File: src/rtl/spi_mon_pkg.sv
package spi_mon_pkg;

  typedef enum logic [2:0] {
    OP_RD_REG  = 3'b000,
    OP_RD_BUF  = 3'b001,
    OP_WR_REG  = 3'b010,
    OP_WR_BUF  = 3'b011,
    OP_SET_BIT = 3'b100,
    OP_CLR_BIT = 3'b101,
    OP_SPARE   = 3'b110,
    OP_RESET   = 3'b111
  } op_e;

  typedef enum logic [1:0] {
    BK_NONE = 2'd0,
    BK_LOAD = 2'd1,
    BK_SET  = 2'd2,
    BK_CLR  = 2'd3
  } bank_op_e;

  localparam logic [7:0] RD_BUF_HDR = 8'h3A;
  localparam logic [7:0] WR_BUF_HDR = 8'h7A;

  typedef struct packed {
    logic unknown_op;
    logic bad_header;
    logic bad_length;
    logic bank_unknown;
  } warn_t;

endpackage

File: src/rtl/spi_mon_framer.sv
module spi_mon_framer #(
  parameter int CNT_W = 8
) (
  input  logic             clk,
  input  logic             rst_n,
  input  logic             cs_n,
  input  logic             byte_valid,
  input  logic [7:0]       mosi_byte,
  input  logic [7:0]       miso_byte,
  output logic             frame_end,
  output logic [CNT_W-1:0] cnt,
  output logic [7:0]       hdr,
  output logic [7:0]       mosi1,
  output logic [7:0]       miso1,
  output logic [7:0]       miso2
);
  localparam logic [CNT_W-1:0] CNT_MAX = {CNT_W{1'b1}};
  localparam logic [CNT_W-1:0] IDX0    = CNT_W'(0);
  localparam logic [CNT_W-1:0] IDX1    = CNT_W'(1);
  localparam logic [CNT_W-1:0] IDX2    = CNT_W'(2);

  logic cs_q;
  logic take;

  assign take      = byte_valid && !cs_n;
  assign frame_end = !cs_q && cs_n && (cnt != IDX0);

  always_ff @(posedge clk) begin
    if (!rst_n) begin
      cs_q <= 1'b1;
      cnt  <= '0;
    end else begin
      cs_q <= cs_n;
      if (cs_n) begin
        cnt <= '0;
      end else if (take && (cnt != CNT_MAX)) begin
        cnt <= cnt + IDX1;
      end
    end
  end

  always_ff @(posedge clk) begin
    if (!rst_n) begin
      hdr   <= '0;
      mosi1 <= '0;
      miso1 <= '0;
      miso2 <= '0;
    end else if (take) begin
      if (cnt == IDX0) hdr <= mosi_byte;
      if (cnt == IDX1) begin
        mosi1 <= mosi_byte;
        miso1 <= miso_byte;
      end
      if (cnt == IDX2) miso2 <= miso_byte;
    end
  end

endmodule

File: src/rtl/spi_mon_classifier.sv
module spi_mon_classifier
  import spi_mon_pkg::*;
#(
  parameter int         CNT_W         = 8,
  parameter int         BANK_BITS     = 2,
  parameter logic [4:0] BANK_REG_ADDR = 5'h1F
) (
  input  logic [CNT_W-1:0]     cnt,
  input  logic [7:0]           hdr,
  input  logic [7:0]           mosi1,
  input  logic [7:0]           miso1,
  input  logic [7:0]           miso2,
  input  logic                 bank_full,
  output op_e                  opcode,
  output logic [4:0]           addr,
  output logic [7:0]           data,
  output warn_t                warn,
  output bank_op_e             bank_op,
  output logic [BANK_BITS-1:0] bank_val
);
  localparam logic [CNT_W-1:0] L1 = CNT_W'(1);
  localparam logic [CNT_W-1:0] L2 = CNT_W'(2);
  localparam logic [CNT_W-1:0] L3 = CNT_W'(3);

  logic len_ok;
  logic reg_access;
  logic has2;
  logic has3;

  assign opcode = op_e'(hdr[7:5]);
  assign addr   = hdr[4:0];
  assign has2   = cnt >= L2;
  assign has3   = cnt >= L3;

  always_comb begin
    unique case (opcode)
      OP_RD_REG:                        len_ok = (cnt == L2) || (cnt == L3);
      OP_WR_REG, OP_SET_BIT, OP_CLR_BIT: len_ok = (cnt == L2);
      OP_RESET:                         len_ok = (cnt == L1);
      default:                          len_ok = 1'b1;
    endcase
  end

  always_comb begin
    unique case (opcode)
      OP_RD_REG:                         data = has3 ? miso2 : (has2 ? miso1 : 8'h00);
      OP_RD_BUF:                         data = has2 ? miso1 : 8'h00;
      OP_WR_REG, OP_WR_BUF,
      OP_SET_BIT, OP_CLR_BIT:            data = has2 ? mosi1 : 8'h00;
      default:                           data = 8'h00;
    endcase
  end

  assign reg_access = len_ok && ((opcode == OP_RD_REG) || (opcode == OP_WR_REG) ||
                                 (opcode == OP_SET_BIT) || (opcode == OP_CLR_BIT));

  always_comb begin
    warn.unknown_op   = (opcode == OP_SPARE);
    warn.bad_header   = ((opcode == OP_RD_BUF) && (hdr != RD_BUF_HDR)) ||
                        ((opcode == OP_WR_BUF) && (hdr != WR_BUF_HDR));
    warn.bad_length   = !len_ok;
    warn.bank_unknown = reg_access && !bank_full;
  end

  always_comb begin
    bank_op  = BK_NONE;
    bank_val = mosi1[BANK_BITS-1:0];
    if (len_ok && (addr == BANK_REG_ADDR)) begin
      unique case (opcode)
        OP_WR_REG:  bank_op = BK_LOAD;
        OP_SET_BIT: bank_op = BK_SET;
        OP_CLR_BIT: bank_op = BK_CLR;
        default:    bank_op = BK_NONE;
      endcase
    end
  end

endmodule

File: src/rtl/spi_mon_bank.sv
module spi_mon_bank
  import spi_mon_pkg::*;
#(
  parameter int BANK_BITS = 2
) (
  input  logic                 clk,
  input  logic                 rst_n,
  input  logic                 upd_en,
  input  bank_op_e             upd_op,
  input  logic [BANK_BITS-1:0] upd_val,
  output logic [BANK_BITS-1:0] bank,
  output logic                 bank_full
);
  logic [BANK_BITS-1:0] known;

  for (genvar i = 0; i < BANK_BITS; i++) begin : g_bit
    always_ff @(posedge clk) begin
      if (!rst_n) begin
        bank[i]  <= 1'b0;
        known[i] <= 1'b0;
      end else if (upd_en) begin
        unique case (upd_op)
          BK_LOAD: begin
            bank[i]  <= upd_val[i];
            known[i] <= 1'b1;
          end
          BK_SET: if (upd_val[i]) begin
            bank[i]  <= 1'b1;
            known[i] <= 1'b1;
          end
          BK_CLR: if (upd_val[i]) begin
            bank[i]  <= 1'b0;
            known[i] <= 1'b1;
          end
          default: ;
        endcase
      end
    end
  end

  assign bank_full = &known;

endmodule

File: src/rtl/spi_cmd_monitor.sv
module spi_cmd_monitor
  import spi_mon_pkg::*;
#(
  parameter int         CNT_W         = 8,
  parameter int         BANK_BITS     = 2,
  parameter logic [4:0] BANK_REG_ADDR = 5'h1F
) (
  input  logic             clk,
  input  logic             rst_n,
  input  logic             cs_n,
  input  logic             byte_valid,
  input  logic [7:0]       mosi_byte,
  input  logic [7:0]       miso_byte,
  output logic             res_valid,
  output logic [2:0]       res_opcode,
  output logic [4:0]       res_addr,
  output logic [7:0]       res_data,
  output logic [CNT_W-1:0] res_count,
  output logic [BANK_BITS-1:0] bank,
  output logic             bank_known,
  output logic             warn_unknown_op,
  output logic             warn_bad_header,
  output logic             warn_bad_length,
  output logic             warn_bank_unknown
);
  logic             frame_end;
  logic [CNT_W-1:0] cnt;
  logic [7:0]       hdr, mosi1, miso1, miso2;
  op_e              opcode;
  logic [4:0]       addr;
  logic [7:0]       data;
  warn_t            warn, warn_q;
  bank_op_e         bank_op;
  logic [BANK_BITS-1:0] bank_val;

  spi_mon_framer #(.CNT_W(CNT_W)) u_framer (
    .clk(clk), .rst_n(rst_n), .cs_n(cs_n), .byte_valid(byte_valid),
    .mosi_byte(mosi_byte), .miso_byte(miso_byte), .frame_end(frame_end),
    .cnt(cnt), .hdr(hdr), .mosi1(mosi1), .miso1(miso1), .miso2(miso2)
  );

  spi_mon_classifier #(
    .CNT_W(CNT_W), .BANK_BITS(BANK_BITS), .BANK_REG_ADDR(BANK_REG_ADDR)
  ) u_class (
    .cnt(cnt), .hdr(hdr), .mosi1(mosi1), .miso1(miso1), .miso2(miso2),
    .bank_full(bank_known), .opcode(opcode), .addr(addr), .data(data),
    .warn(warn), .bank_op(bank_op), .bank_val(bank_val)
  );

  spi_mon_bank #(.BANK_BITS(BANK_BITS)) u_bank (
    .clk(clk), .rst_n(rst_n), .upd_en(frame_end), .upd_op(bank_op),
    .upd_val(bank_val), .bank(bank), .bank_full(bank_known)
  );

  always_ff @(posedge clk) begin
    if (!rst_n) begin
      res_valid  <= 1'b0;
      res_opcode <= '0;
      res_addr   <= '0;
      res_data   <= '0;
      res_count  <= '0;
      warn_q     <= '0;
    end else begin
      res_valid <= frame_end;
      warn_q    <= frame_end ? warn : '0;
      if (frame_end) begin
        res_opcode <= opcode;
        res_addr   <= addr;
        res_data   <= data;
        res_count  <= cnt;
      end
    end
  end

  assign warn_unknown_op   = warn_q.unknown_op;
  assign warn_bad_header   = warn_q.bad_header;
  assign warn_bad_length   = warn_q.bad_length;
  assign warn_bank_unknown = warn_q.bank_unknown;

endmodule

File: config.mk
export PLATFORM = sky130hd
export DESIGN_NAME = spi_cmd_monitor
export DESIGN_NICKNAME = d
export VERILOG_FILES = /design/src/rtl/spi_mon_pkg.sv /design/src/rtl/spi_mon_framer.sv /design/src/rtl/spi_mon_classifier.sv /design/src/rtl/spi_mon_bank.sv /design/src/rtl/spi_cmd_monitor.sv
export SDC_FILE = /design/constraint.sdc
export NUM_CORES = 1
export LEC_CHECK = 0
export BUFFER_PORTS_ARGS = -buffer_cell sky130_fd_sc_hd__buf_2
export CORE_ASPECT_RATIO = 1.25
export CORE_MARGIN = 2
export CORE_UTILIZATION = 35
export DETAILED_ROUTE_END_ITERATION = 10
export MAX_ROUTING_LAYER = met4
export PLACE_DENSITY_LB_ADDON = 0.12
export SLEW_MARGIN = 10
export SYNTH_ARGS = -nofsm -noshare
export SYNTH_HDL_FRONTEND = slang
export SYNTH_SLANG_ARGS = --single-unit
File: constraint.sdc
create_clock -name clk -period 3.75 [get_ports clk]
set_clock_uncertainty 0.15 [all_clocks]
set_input_delay 0.375 -clock clk [delete_from_list [all_inputs] [get_ports clk]]
set_output_delay 0.375 -clock clk [all_outputs]
set_load 0.01 [all_outputs]
==> run summary <==
total gr overflow = 0
Max Root-Sink Buffers = 2
Num CTS Buffers = 9
FFs w/ async S/R, synth = 0%
post-route cell area = 3600 um2
I/O pins = 52
prevailing post-synth register cell = dfxtp_1
share of cells above drive strength 1 = 19.4%
CP Class = reg -> reg
Final Hold Viols = 0
Worst setup EP type = register
Period Utilization, post-route = 71.5%
Critical R2R Capture = u_framer.mosi1[3]
vias = 2508
Post-synth EDFFs = 0
n_diodes = 0
count of different cell masters after synthesis = 41
most common cell after layout, fill and taps aside = dfxtp_1
hpwl dp = 5310 um
port buffer count = 51
CTS sink count = 74
initial antenna violation count = 0
# Post-CTS Setup Buffers = 0
global route hottest layer = met2
core box area = 8610 um2
drt first pass iters = 4
Max Slew Vio Count = 0
M3 GR Usage = 4.77%
leakage = 1.29 nW
endpoints failing setup = 0
R2R depth = 5
DR DRC count = 0
Pwr Total = 0.00139 W
max_cap viols = 0
largest net degree at the start of global routing = 37
cts repair resizes = 0
unrepaired setup endpoints after global routing = false
Syn-to-layout area delta = 16.7%
FF-to-FF Start = u_framer.cnt[7]
number of global-route vias before repair = 2392
actual slew at the worst max-slew pin = 0.720 ns
Starting Density = 35.8%
row count = 38
die area = 9570 um2
Worst-Skew Late Latency = 0.34 ns
# hold bufs at CTS = 0
CTS H-tree depth = 3
most frequent cells in the layout = dfxtp_1, buf_2, nand2_1, nand3_1, a21boi_0
Starting DRT DRC Count = 132
Via-to-Cell Ratio = 5.01
Critical Path AT = 2.76 ns
Final #Nets = 402
final wirelength = 7550 um
Fill cells = 866
RePlAce Congestion = 0.906
average cell area after synthesis = 9.28 um2
Syn Nets = 356
Root Buffer = clkbuf_8
placed cell areas = 3440 um2
Syn Inst Count = 332
Seq/Total Area, Yosys = 48.1%
reg2reg setup slack = 1.07 ns
crit path capture = u_framer.mosi1[3]
Worst VDD drop = 0.158 mV
crit path from = u_framer.cnt[7]
Critical Path RT = 3.83 ns
first-pass GRT wire length = 12200 um
Yosys warnings = 0
PwrDens = 386 nW/um2
Clock transition at path regs = 0.07 ns
CTS tree = yes
Hold Path Class = in -> reg
met1 usage = 20.6%
remaining antenna violation count = 0
all-layer global routing usage = 17.3%
met2 Use GR = 27.9%
Netlist Area Pre-Place = 3080 um2
pre-CTS setup slack = 1.09 ns
startpoint types = register
CP max FO = 18
slew margin rel. = 51.9%
Die X = 87.9 um
final setup TNS = 0 ns
final worst slack = 1.07 ns
Peak Freq = 373 MHz
run status = completed
post-route minimum period = 2.68 ns
hold slack = 0.142 ns
Die H = 109 um
Synth Register Bits = 74
Routed WL per cell = 15.1 um
==> logic make-up (layout without fill, tap and decap cells) <==
logic type	Yosys count	count (layout)	synth area share, %
buf+inv	25	74	3.29
fa+ha+maj	4	4	1.62
simple gates	139	139	22.7
compound gates	69	69	17.6
mux	17	17	5.52
xor+xnor	4	4	1.14
flops	74	74	48.1
==> worst max-delay path, stage by stage, from the launching register on <==
cell and delay, ns:
dfxtp_1 0.36, or4_4 0.60, nor3_4 0.62, nand2_1 0.54
nand2_1 0.20, a21boi_0 0.09
==> through the flow <==
step	utilization [%]	std cells
finish	41.8	501
global route	41.8	501
CTS	41.8	501
detailed placement	40.0	487
global placement	40.0	487
floorplan	-	332
==> per-layer routing <==
layer,share of wire (%),up-vias
li1,-,1276
met1,45,1169
met2,49,53
met3,4.4,10
met4,1.7,0
met5,0,-
==> registers in the layout, indices dropped and copies added (netlist names), 3 cells and up <==
| name | flops |
|---|---|
| res_count | 8 |
| res_addr | 5 |
| u_framer.cnt | 8 |
| u_framer.miso1 | 8 |
| u_framer.mosi1 | 8 |
| u_framer.hdr | 8 |
| res_opcode | 3 |
| u_framer.miso2 | 8 |
| res_data | 8 |
==> synthesized netlist by cell type (4+ instances only) <==
cell type / n / share of area, %
ha_1: 4 / 1.6
a222oi_1: 8 / 2.6
nor3_1: 5 / 0.81
dfxtp_1: 74 / 48
nand3_1: 36 / 5.8
and2_1: 4 / 0.81
clkbuf_1: 14 / 1.7
buf_2: 6 / 0.97
o2bb2ai_1: 8 / 2.3
inv_1: 5 / 0.61
nand2_1: 46 / 5.6
nor2b_1: 20 / 4.1
nor2_1: 11 / 1.3
a21boi_1: 7 / 1.7
a21boi_0: 25 / 6.1
a21oi_1: 4 / 0.65
mux2i_1: 17 / 5.5
==> area by class of cell <==
| class | instances | area, um2 | share of cell area (%) |
|---|---|---|---|
| Multi-Input combinational cell | 233 | 1510 | 41.9 |
| Sequential cell | 74 | 1480 | 41.2 |
| Timing Repair Buffer | 55 | 285 | 7.93 |
| Clock buffer | 14 | 153 | 4.24 |
| Tap cell | 120 | 150 | 4.18 |
| Inverter | 5 | 18.8 | 0.522 |
==> worst min path at each step <==
stage / cells past startpoint / from / slack, ns / to
floorplan: 1 / u_bank.known[0] / 0.28 / u_bank.known[0]
global placement: 1 / u_bank.known[0] / 0.29 / u_bank.known[0]
detailed placement: 2 / u_framer.miso2[6] / 0.29 / u_framer.miso2[6]
CTS: 3 / miso_byte[5] / 0.12 / u_framer.miso1[5]
global route: 3 / miso_byte[6] / 0.14 / u_framer.miso1[6]
finish: 3 / miso_byte[5] / 0.14 / u_framer.miso1[5]
==> power by group <==
part / total, W / leakage [nW] / switching [W] / internal (W)
sequential: 0.000802 / 0.597 / 0.00000912 / 0.000793
clock: 0.000518 / 0.0766 / 0.000266 / 0.000253
combinational: 0.0000688 / 0.613 / 0.0000417 / 0.0000271
Power figures use the tool's default switching activity.
